==> src/rtl/disp_pkg.sv <==
package disp_pkg;
  localparam int NIB_W   = 4;
  localparam int SEG_W   = 7;
  localparam int N_DIGIT = 4;
  localparam int SEL_W   = $clog2(N_DIGIT);
  localparam logic [NIB_W-1:0] BAD_INDEX = 4'hF;
endpackage

==> src/rtl/onehot_index.sv <==
module onehot_index
  import disp_pkg::*;
#(
  parameter int IN_W = 11
) (
  input  logic [IN_W-1:0]  vec,
  output logic [NIB_W-1:0] idx
);
  localparam int CNT_W = $clog2(IN_W + 1);

  logic [CNT_W-1:0] ones;
  logic [NIB_W-1:0] pos;

  always_comb begin
    ones = '0;
    pos  = '0;
    for (int i = 0; i < IN_W; i++) begin
      if (vec[i]) begin
        ones = ones + 1'b1;
        pos  = NIB_W'(i);
      end
    end
    idx = (ones == CNT_W'(1)) ? pos : BAD_INDEX;
  end
endmodule

==> src/rtl/digit_select.sv <==
module digit_select
  import disp_pkg::*;
#(
  parameter int STATE_W = 11
) (
  input  logic [STATE_W-1:0] vec,
  input  logic [NIB_W-1:0]   idx,
  input  logic [SEL_W-1:0]   sel,
  output logic [NIB_W-1:0]   digit
);
  localparam int RAW_DIG = N_DIGIT - 1;
  localparam int PAD_W   = RAW_DIG * NIB_W;

  logic [PAD_W-1:0] padded;
  logic [NIB_W-1:0] nib [N_DIGIT];

  assign padded = {{(PAD_W - STATE_W){1'b0}}, vec};
  assign nib[0] = idx;

  for (genvar k = 1; k < N_DIGIT; k++) begin : g_raw
    assign nib[k] = padded[k*NIB_W-1 -: NIB_W];
  end

  assign digit = nib[sel];
endmodule

==> src/rtl/anode_decode.sv <==
module anode_decode
  import disp_pkg::*;
(
  input  logic [SEL_W-1:0]   sel,
  output logic [N_DIGIT-1:0] an_n
);
  always_comb begin
    an_n = '1;
    an_n[sel] = 1'b0;
  end
endmodule

==> src/rtl/seg_decode.sv <==
module seg_decode
  import disp_pkg::*;
(
  input  logic [NIB_W-1:0] hex,
  output logic [SEG_W-1:0] seg_n
);
  logic [SEG_W-1:0] lit;

  always_comb begin
    unique case (hex)
      4'h0: lit = 7'b0111111;
      4'h1: lit = 7'b0000110;
      4'h2: lit = 7'b1011011;
      4'h3: lit = 7'b1001111;
      4'h4: lit = 7'b1100110;
      4'h5: lit = 7'b1101101;
      4'h6: lit = 7'b1111101;
      4'h7: lit = 7'b0000111;
      4'h8: lit = 7'b1111111;
      4'h9: lit = 7'b1101111;
      4'hA: lit = 7'b1110111;
      4'hB: lit = 7'b1111100;
      4'hC: lit = 7'b0111001;
      4'hD: lit = 7'b1011110;
      4'hE: lit = 7'b1111001;
      default: lit = 7'b1110001;
    endcase
    seg_n = ~lit;
  end
endmodule

==> src/rtl/state_display_scan.sv <==
module state_display_scan
  import disp_pkg::*;
#(
  parameter int STATE_W  = 11,
  parameter int OPEN_BIT = 9
) (
  input  logic               clk,
  input  logic               rst,
  input  logic [1:0]         scan_sel,
  input  logic               slow_clk,
  input  logic [STATE_W-1:0] state_vec,
  output logic [3:0]         an_n,
  output logic [6:0]         seg_n
);
  logic [NIB_W-1:0]   index_d;
  logic [NIB_W-1:0]   digit_d;
  logic [SEG_W-1:0]   seg_d;
  logic [N_DIGIT-1:0] an_d;
  logic               blank_d;

  onehot_index #(.IN_W(STATE_W)) u_index (
    .vec (state_vec),
    .idx (index_d)
  );

  digit_select #(.STATE_W(STATE_W)) u_select (
    .vec   (state_vec),
    .idx   (index_d),
    .sel   (scan_sel),
    .digit (digit_d)
  );

  anode_decode u_anode (
    .sel  (scan_sel),
    .an_n (an_d)
  );

  seg_decode u_seg (
    .hex   (digit_d),
    .seg_n (seg_d)
  );

  assign blank_d = state_vec[OPEN_BIT] & slow_clk;

  always_ff @(posedge clk) begin
    if (rst) begin
      an_n  <= '1;
      seg_n <= '1;
    end else begin
      an_n  <= an_d;
      seg_n <= seg_d | {SEG_W{blank_d}};
    end
  end
endmodule

==> config.mk <==
export PLATFORM = sky130hd
export DESIGN_NAME = state_display_scan
export DESIGN_NICKNAME = d
export VERILOG_FILES = /design/src/rtl/disp_pkg.sv /design/src/rtl/onehot_index.sv /design/src/rtl/digit_select.sv /design/src/rtl/anode_decode.sv /design/src/rtl/seg_decode.sv /design/src/rtl/state_display_scan.sv
export SDC_FILE = /design/constraint.sdc
export NUM_CORES = 1
export LEC_CHECK = 0
export CAP_MARGIN = 20
export CORE_ASPECT_RATIO = 1.1
export CORE_UTILIZATION = 38
export DETAILED_ROUTE_END_ITERATION = 7
export PLACE_DENSITY = 0.68
export REMOVE_ABC_BUFFERS = 1
export SLEW_MARGIN = 20
export SYNTH_ARGS = -nofsm -noshare
export SYNTH_HDL_FRONTEND = slang
export SYNTH_SLANG_ARGS = --single-unit
export TNS_END_PERCENT = 100
==> constraint.sdc <==
create_clock -name clk -period 8.9 [get_ports clk]
set_input_delay 1.78 -clock clk [delete_from_list [all_inputs] [get_ports clk]]
set_output_delay 1.78 -clock clk [all_outputs]
set_load 0.02 [all_outputs]
Yosys cells after proc, flatten, opt, wreduce, memory -nomap -nowiden
Memory sizes are Yosys's and may differ from the RTL's.
Index checks and enable logic that the tools add are counted.
{"block": "word_totals", "ff_bits": 11, "latch_bits": 0, "ram_bits": 0, "mem_bits_ro": 112, "inputBits": 16, "elab_cells": 50, "n_memories": 1}
{"block": "classes", "n_addsub": 10, "multipliers": 0, "div_mod_pow": 0, "magnitude_cmp": 3, "eq_ne": 1, "n_shift": 0, "muxes": 27, "bitwise_logic": 5, "n_reduce_logical": 1}
{"memory": "(name not given)", "words": 16, "width": 7, "read_ports": 1, "rd_clocked_by_memory_dff": 0, "write_ports": 0, "line": "seg_decode.sv:10", "rtl": "unique case (hex)"}
{"op": "$mux 4", "count": 16}
{"op": "$add 4x1->4 const B", "count": 9}
{"op": "$mux 3", "count": 4}
{"op": "$bmux 4 s2", "count": 1}
{"op": "$not 7->7", "count": 1}
{"op": "$or 7x7->7", "count": 1}
{"op": "$eq 4x1->1 const B", "count": 1}
{"op": "$mux 2", "count": 2}
{"op": "$not 4->4", "count": 1}
{"op": "$ge 3x3->1 const B", "count": 1}
{"op": "$lt 2x3->1 const B", "count": 1}
{"op": "$mux 1", "count": 3}
{"op": "$not 2->3", "count": 1}
{"op": "$add 1x1->2 const B", "count": 1}
{"op": "$demux 1 s2", "count": 1}
{"op": "$ge 2x1->1 const B", "count": 1}
{"op": "$and 1x1->1", "count": 1}
{"op": "$logic_and 1x1->1", "count": 1}

Depth between registers and ports, before layout
Gate-level depths: netlist (run 1).
An unclocked memory read counts as a cell.
{"block": "depth", "ltp_word": 29, "ltp_mapped": 36, "ltp_nobuf": 36}

Modules after synthesis
Synthesis (run 1) repeated with hierarchy kept, for this count alone.
{"block": "hier_totals", "cells_unflattened": 177, "hier_area_um2": 1660.3}
{"module": "onehot_index", "instances": 1, "cells_per_inst": 113, "area_per_inst_um2": 965.9, "seq_area_each_um2": 0.0}
{"module": "state_display_scan", "instances": 1, "cells_per_inst": 23, "area_per_inst_um2": 317.8, "seq_area_each_um2": 220.2}
{"module": "seg_decode", "instances": 1, "cells_per_inst": 31, "area_per_inst_um2": 252.7, "seq_area_each_um2": 0.0}
{"module": "digit_select", "instances": 1, "cells_per_inst": 6, "area_per_inst_um2": 101.3, "seq_area_each_um2": 0.0}
{"module": "anode_decode", "instances": 1, "cells_per_inst": 4, "area_per_inst_um2": 22.5, "seq_area_each_um2": 0.0}

Worst setup path before layout (run 1)
Ideal clock, no wire load.
{"block": "synth_timing", "kind": "input-to-reg", "startpoint": "in state_vec[0]", "endpoint": "reg seg_n[0]", "setup_ns": 0.086, "arrival_ns": 8.064, "slack_ns": 0.751, "cell_stages": 35, "n_path_buf": 0, "path_cell_list": "inv_1 ha_1 xor2_1 ha_1 nor2b_1 nor2_1 ha_1 nand2_1 o31ai_1 ha_1 inv_1 a32oi_1 nand2_1 inv_1 ha_1 nand2_1 o21ai_0 ha_1 nand2_1 o21ai_0 a31o_2 ha_1 mux2_2 ha_1 mux2_2 ha_1 or3b_2 o32ai_4 a211oi_2 nand2b_1 inv_1 ha_1 nor3_1 mux2_2 a211oi_1"}
{"block": "synth_between", "elab_chain_len": 29}
{"element": "from (decl)", "line": "state_display_scan.sv:11", "rtl": "input logic [STATE_W-1:0] state_vec,"}
{"element": "$mux 1", "line": "onehot_index.sv:18", "rtl": "if (vec[i]) begin"}
{"element": "$add 1x1->2", "line": "onehot_index.sv:19", "rtl": "ones = ones + 1'b1;"}
{"element": "$mux 4", "line": "onehot_index.sv:18"}
{"element": "$add 4x1->4", "line": "onehot_index.sv:19"}
{"element": "$mux 4", "line": "onehot_index.sv:18"}
{"element": "$add 4x1->4", "line": "onehot_index.sv:19"}
{"element": "$mux 4", "line": "onehot_index.sv:18"}
{"element": "$add 4x1->4", "line": "onehot_index.sv:19"}
{"element": "[... 12 more ...]"}
{"element": "$mux 4", "line": "onehot_index.sv:18"}
{"element": "$eq 4x1->1", "line": "onehot_index.sv:23", "rtl": "idx = (ones == CNT_W'(1)) ? pos : BAD_INDEX;"}
{"element": "$mux 4", "line": "onehot_index.sv:23"}
{"element": "$bmux 4 s2 (*)", "line": "digit_select.sv:24", "rtl": "assign digit = nib[sel];"}
{"element": "$mux 4 (not written as such) (*) (2 in series)", "line": "digit_select.sv:24"}
{"element": "$mem_v2 16x7 (*)"}
{"element": "$not 7->7 (*)", "line": "seg_decode.sv:28", "rtl": "seg_n = ~lit;"}
{"element": "$or 7x7->7 (*)", "line": "state_display_scan.sv:51", "rtl": "seg_n <= seg_d | {SEG_W{blank_d}};"}
{"element": "to (signal assigned)", "line": "state_display_scan.sv:51"}
{"element": "to (decl)", "line": "state_display_scan.sv:13", "rtl": "output logic [6:0] seg_n"}
Every way passes the cells marked *; elsewhere a longest branch is shown, timed or not. The select of a mux whose other input is x is not followed.
A chain may end at the register's enable or synchronous reset.

Final worst setup path (run 1)
{"block": "layout_timing", "startpoint": "in state_vec[1]", "endpoint": "reg seg_n[5]"}
{"block": "layout_between", "elab_chain_len": 27, "word_cells_on_any_way": 37}
{"element": "$mux 4", "line": "onehot_index.sv:18"}
{"element": "$add 4x1->4", "line": "onehot_index.sv:19"}
{"element": "$mux 4", "line": "onehot_index.sv:18"}
{"element": "$add 4x1->4", "line": "onehot_index.sv:19"}
{"element": "$mux 4", "line": "onehot_index.sv:18"}
{"element": "$add 4x1->4", "line": "onehot_index.sv:19"}
{"element": "$mux 4", "line": "onehot_index.sv:18"}
{"element": "$add 4x1->4", "line": "onehot_index.sv:19"}
{"element": "[... 10 more ...]"}
{"element": "$mux 4", "line": "onehot_index.sv:18"}
{"element": "$eq 4x1->1", "line": "onehot_index.sv:23"}
{"element": "$mux 4", "line": "onehot_index.sv:23"}
{"element": "$bmux 4 s2 (*)", "line": "digit_select.sv:24"}
{"element": "$mux 4 (not written as such) (*) (2 in series)", "line": "digit_select.sv:24"}
{"element": "$mem_v2 16x7 (*)"}
{"element": "$not 7->7 (*)", "line": "seg_decode.sv:28"}
{"element": "$or 7x7->7 (*)", "line": "state_display_scan.sv:51"}
Marked as above.

==> results of run 1 <==
per-stage QoR:
step	setup TNS, ps	power, W
after floorplan	0	0.000254
after global placement	-16.0	0.000332
after detailed placement	-47.2	0.000336
after CTS	0	0.000385
after global routing	-43.5	0.000434
final	0	0.000395
Yosys cell counts, types with 2 or more instances:
| master | count |
|---|---|
| nand2_1 | 25 |
| ha_1 | 16 |
| inv_1 | 14 |
| xnor2_1 | 14 |
| dfxtp_1 | 11 |
| nor2_1 | 10 |
| xor2_1 | 7 |
| o21ai_0 | 6 |
| a21oi_1 | 5 |
| clkbuf_1 | 5 |
| nor3_1 | 5 |
| mux2_2 | 4 |
| mux2i_1 | 4 |
| nand2b_1 | 4 |
| nand3_1 | 4 |
| buf_2 | 3 |
| nand3b_1 | 3 |
| nand4_1 | 3 |
| o211ai_1 | 3 |
| a211oi_2 | 2 |
| a22oi_1 | 2 |
| a31o_2 | 2 |
| a32oi_1 | 2 |
| buf_6 | 2 |
| o221ai_1 | 2 |
| o22ai_1 | 2 |
| xor3_1 | 2 |
metal layers:
metal | up-vias | routed length (microns) | part of all wire, %
li1 | 738 | - | -
met1 | 584 | 1560 | 51
met2 | 30 | 1360 | 44
met3 | 8 | 91 | 3.0
met4 | 0 | 63 | 2.1
met5 | - | 0 | 0
final timing paths:
check | cells past startpoint | from | endpoint
max | 34 | state_vec[1] | seg_n[5]$_SDFF_PP1_
min | 2 | rst | an_n[0]$_SDFF_PP1_
registers in the layout, indices dropped and copies added (netlist names):
signal and cells:
an_n 4, seg_n 7
where the power goes:
| part | internal [W] | total [W] | leakage, nW | switching (W) |
|---|---|---|---|---|
| Combinational | 0.000152 | 0.000292 | 0.766 | 0.000140 |
| Clock | 0.0000312 | 0.0000468 | 0.0228 | 0.0000156 |
| Sequential | 0.0000553 | 0.0000564 | 0.0915 | 0.00000111 |
cells by family (layout without fill, tap and decap cells):
logic type | after synthesis | in the layout | synth area share (%)
flops | 11 | 11 | 14.2
xor+xnor | 26 | 26 | 19.8
buf+inv | 26 | 65 | 7.72
compound gates | 39 | 39 | 20.7
simple gates | 62 | 62 | 19.3
fa+ha+maj | 16 | 16 | 12.9
mux | 8 | 8 | 5.47
area by class of cell:
class,count,area [sq um]
clock buffers,4,45.0
multi-input cells,151,1290
repair buffers,46,410
well taps,52,65.1
flip-flops and latches,11,220
inverters,15,56.3
fillers,368,1850
worst max-delay path, delay by kind of cell:
| family | cells | cell delay [ps] |
|---|---|---|
| AOI/OAI and AO/OA | 9 | 1540 |
| xor gates and xnor gates | 1 | 180 |
| adders and majority gates | 9 | 2430 |
| buffers and inverters | 5 | 940 |
| muxes | 3 | 740 |
| and+or+nand+nor | 7 | 940 |
timing repair:
action	in CTS	in global routing
setup endpoints to repair	0	7
resized for setup	0	15
hold buffers	0	0
setup buffers	0	2
==> impl_results.md, run 1 <==
- Status: completed
- Worst hold slack: 2240 ps
- # H-tree levels: 1
- Largest net degree at the start of global routing: 16
- Remaining Overflow, GRT: 0
- Final nets: between 200 and 300
- Antenna violations before repair: 0
- Yosys Warn Count: 0
- Non-filler cells, final: ~280
- Ant diodes: 0
- Core Area: slightly below 4000 sq um
- CTS tree: built
- Total CTS buffers: 3
- Min Tclk post-route: 8490 ps
- Fin. Hold Viols: 0
- Die Span X: between 60 and 70 microns
- WL/cell: between 10 and 15 microns
- Ranking of synthesized cells by area: dfxtp_1, ha_1, xnor2_1
- Global-route met3 utilization: 0.662%
- Die Span Y: between 60 and 70 microns
- Synth unique cells: 53
- GR Util All Layers: between 10 and 15%
- I/O Pins: 27
- Leakage: 0.880 nW
- Post-synthesis sequential area ratio: between 10% and 20%
- Layout cells sized above 1: 22.5%
- Busiest grt layer: met2
- Finished Cell Area: roughly 2100 sq um
- Max VDD drop: a little under 100 uV
- Max-Cap Viols: 0
- First-pass iteration count of the detailed router: 4
- Clock Sink Count: 11
- Vias in the first global route: approximately 1300
- 1st-iter DRT viols: 48
- Dominant cell type by area after synthesis: dfxtp_1
- Final wirelength: just over 3 mm
- Antenna-violating nets left: 0
- HP Class: in2reg
- Die ar.: about 4400 sq um
- # setup viols final: 0
- Worst slew pin tran: between 700 and 800 ps
- EDFF count, synth: 0
- Synth async-reset ratio: 0%
- Most frequent cells in the layout: clkdlybuf4s50_1, nand2_1, buf_4, xnor2_1, ha_1
- CP max FO: 6
- WP data required: ~9000 ps
- GP Congestion: between 0.8 and 0.9
- Placed Cells: around 270
- CP max stage cell: clkdlybuf4s50_1
- Crit path top cell by count: ha_1
- Met1 Resource Use GR: 19.4%
- Fmax: approximately 120 MHz
- Crit path launch type: input pin
- Endpoint class of the critical path: flip-flop
- Post-DP Area: 1950 sq um
- Max_slew headroom: roughly 52%
- Max Root-Sink Buffers: 2
- HPWL after detailed placement: 2.47 mm
- Synth Cell Area: 1560 sq um
- Max-slew violations: 0
- Pwr dens: between 150 and 200 nW/um^2
- DP Worst Slack: -47.2 ps
- #FFs+latches synth: 11
- Share of the synthesized area in the top cell type: between 10% and 20%
- Fin crit share: 95.4%
- Average size of a mapped cell: between 8 and 9 sq um
- Syn Inst Count: 188
- Final worst slack: a little over 400 ps
- # DRC: 0
- Initial core utilization: about two fifths
- Clk pin slew, worst setup/hold paths: ~40 ps
- Layout Utilization: between 50% and 60%
- Port-buffer cells: 26
- Core Rows: 24
- Main synth FF type: dfxtp_1
- Layout area overhead: 34.2%
- Max incr delay on CP: 500 ps
- DR vias/cell: between 4 and 5
- Worst Path Class, Setup: in2reg
- CTS Root Cell: clkbuf_8
- Vias: approximately 1400
- First-pass GRT wire length: 5.22 mm
- GRT met2 Usage: between 20% and 30%
- Worst EP arrival: approximately 8600 ps
- Commonest non-fill, non-tap cell in the layout: clkdlybuf4s50_1
No activity file was read; power rests on OpenSTA's default activity.
==> run 2: changes to the inputs <==
--- a/config.mk
+++ b/config.mk
@@ -10,6 +10,7 @@
 export CORE_UTILIZATION = 38
 export DETAILED_ROUTE_END_ITERATION = 7
 export PLACE_DENSITY = 0.68
+export RECOVER_POWER = 25
 export REMOVE_ABC_BUFFERS = 1
 export SLEW_MARGIN = 20
 export SYNTH_ARGS = -nofsm -noshare
==> impl_results.md, run 2 (same netlist as run 1, synthesis figures left out) <==
- Most flop-heavy register: seg_n (unchanged)
- Worst Path Class, Setup: in2reg (unchanged)
- Max_slew headroom: 51.9% (about the same)
- # setup viols final: 0 (unchanged)
- Combinational Power Share: 73.9% (about the same)
- Max-Cap Viols: 0 (unchanged)
- Die ar.: 4350 sq um (unchanged)
- Final nets: 260 (unchanged)
- Max FFs per register: 7 (unchanged)
- Multi-input logic area: 1290 sq um (unchanged)
- Min Tclk post-route: 8490 ps (about the same)
- Antenna violations before repair: 0 (unchanged)
- Antenna-violating nets left: 0 (unchanged)
- Max-slew violations: 0 (unchanged)
- WL/cell: 11.1 microns (was 11.0 microns)
- # DRC: 0 (unchanged)
- Initial core utilization: 39.5% (unchanged)
- Final wirelength: 3.08 mm (was 3.07 mm)
- Pwr dens: 189 nW/um^2 (about the same)
- CP max stage cell: clkdlybuf4s50_1 (unchanged)
- Status: completed (unchanged)
- Clock network power share: 11.8% (about the same)
- Setup tns final: 0 ps (unchanged)
- GP Congestion: 0.818 (unchanged)
- Clk pin slew, worst setup/hold paths: 40 ps (about the same)
- HPWL after detailed placement: 2.47 mm (unchanged)
- Remaining Overflow, GRT: 0 (unchanged)
- CTS Root Cell: clkbuf_8 (unchanged)
- CP max FO: 6 (unchanged)
- CTS tree: built (unchanged)
- Hold_buf cts: 0 (unchanged)
- GR Util All Layers: 14.4% (unchanged)
- Most frequent cells in the layout: nand2_1, clkdlybuf4s50_1, buf_4, xnor2_1, ha_1 (was clkdlybuf4s50_1, nand2_1, buf_4, xnor2_1, ha_1)
- Internal power: 0.000238 W (about the same)
- Fmax: 118 MHz (about the same)
- Leakage: 0.878 nW (was 0.880 nW)
- Max VDD drop: 98.3 uV (about the same)
- # H-tree levels: 1 (unchanged)
- Commonest non-fill, non-tap cell in the layout: nand2_1 (was clkdlybuf4s50_1)
- Max Root-Sink Buffers: 2 (unchanged)
- HP Class: in2reg (unchanged)
- Register area: 220 sq um (unchanged)
- Max incr delay on CP: 500 ps (about the same)
- Crit path launch type: input pin (unchanged)
- Layout cells sized above 1: 22.5% (unchanged)
- Largest net degree at the start of global routing: 16 (unchanged)
- Sequential share of power: 14.3% (about the same)
- Layout area overhead: 34.2% (unchanged)
- Fin. Hold Viols: 0 (unchanged)
- Ant diodes: 0 (unchanged)
- Final Power: 0.000395 W (about the same)
- First-pass GRT wire length: 5.22 mm (unchanged)
- Clock Sink Count: 11 (unchanged)
- DR vias/cell: 4.86 (was 4.87)
- Largest registers: seg_n (7), an_n (4) (unchanged)
- WP data required: 8970 ps (about the same)
- 1st-iter DRT viols: 48 (unchanged)
- Crit path top cell by count: ha_1 (unchanged)
- Total CTS buffers: 3 (unchanged)
- Die Span X: 63.0 microns (unchanged)
- Vias: 1355 (was 1360)
- Core Rows: 24 (unchanged)
- Worst slew pin tran: 718 ps (about the same)
- Switch Pwr: 0.000157 W (about the same)
- I/O Pins: 27 (unchanged)
- Fin crit share: 95.4% (about the same)
- Port-buffer cells: 26 (unchanged)
- Sw Share: 39.8% (was 39.7%)
- Core Area: 3930 sq um (unchanged)
- Worst EP arrival: 8560 ps (about the same)
- Endpoint class of the critical path: flip-flop (unchanged)
- Die Span Y: 69.1 microns (unchanged)
- Filler Cell Count: 368 (unchanged)
- First-pass iteration count of the detailed router: 4 (unchanged)
- Vias in the first global route: 1250 (unchanged)
==> run 2: path summary, 6_finish.rpt <==
check               startpoint  slack, ps  cells past startpoint             endpoint
hold / removal             rst       2240                      2   an_n[0]$_SDFF_PP1_
setup / recovery  state_vec[1]        410                     34  seg_n[5]$_SDFF_PP1_
==> run 2: final cells by class <==
class                   count  share of cell area (%)
multi-input cells         151                    61.8
inverters                  15                    2.70
repair buffers             46                    19.7
clock buffers               4                    2.16
well taps                  52                    3.12
flip-flops and latches     11                    10.6
==> run 2: layer usage <==
layer	vias to the layer above	global-route usage (%)	part of all wire, %
li1	737	-	-
met5	-	0	0
met2	28	23.3	44
met4	0	6.98	2.0
met1	582	19.4	51
met3	8	0.662	2.5
==> run 2: power by group through the flow <==
stage	combinational [W]	clock [W]	sequential, W
2_1_floorplan	0.000189	0	0.0000652
3_3_place_gp	0.000275	0	0.0000572
3_5_place_dp	0.000279	0	0.0000574
4_1_cts	0.000280	0.0000479	0.0000564
5_1_grt	0.000326	0.0000506	0.0000566
6_report	0.000292	0.0000468	0.0000563
==> run 2: what timing repair did <==
item,4_1_cts,5_1_grt
resized for setup,0,15
endpoints found under the setup margin,0,7
setup buffers,0,2
==> run 2: metrics by stage <==
stage	cell area [sq um]	instances	setup WS, ps	hold WS, ps	util (%)
2_1_floorplan	1490	177	696	1860	-
3_3_place_gp	1950	273	-16.0	2480	49.6
3_5_place_dp	1950	273	-47.2	2480	49.6
4_1_cts	2000	277	167	2250	50.8
5_1_grt	2090	279	-41.7	2300	53.1
6_report	2090	279	410	2240	53.1
==> run 2: worst max-delay path, delay by kind of cell <==
kind                       cells  cell delay (ps)
adders and majority gates      9             2430
AOI/OAI and AO/OA              9             1540
and+or+nand+nor                7              940
buffers and inverters          5              940
muxes                          3              740
xor gates and xnor gates       1              180
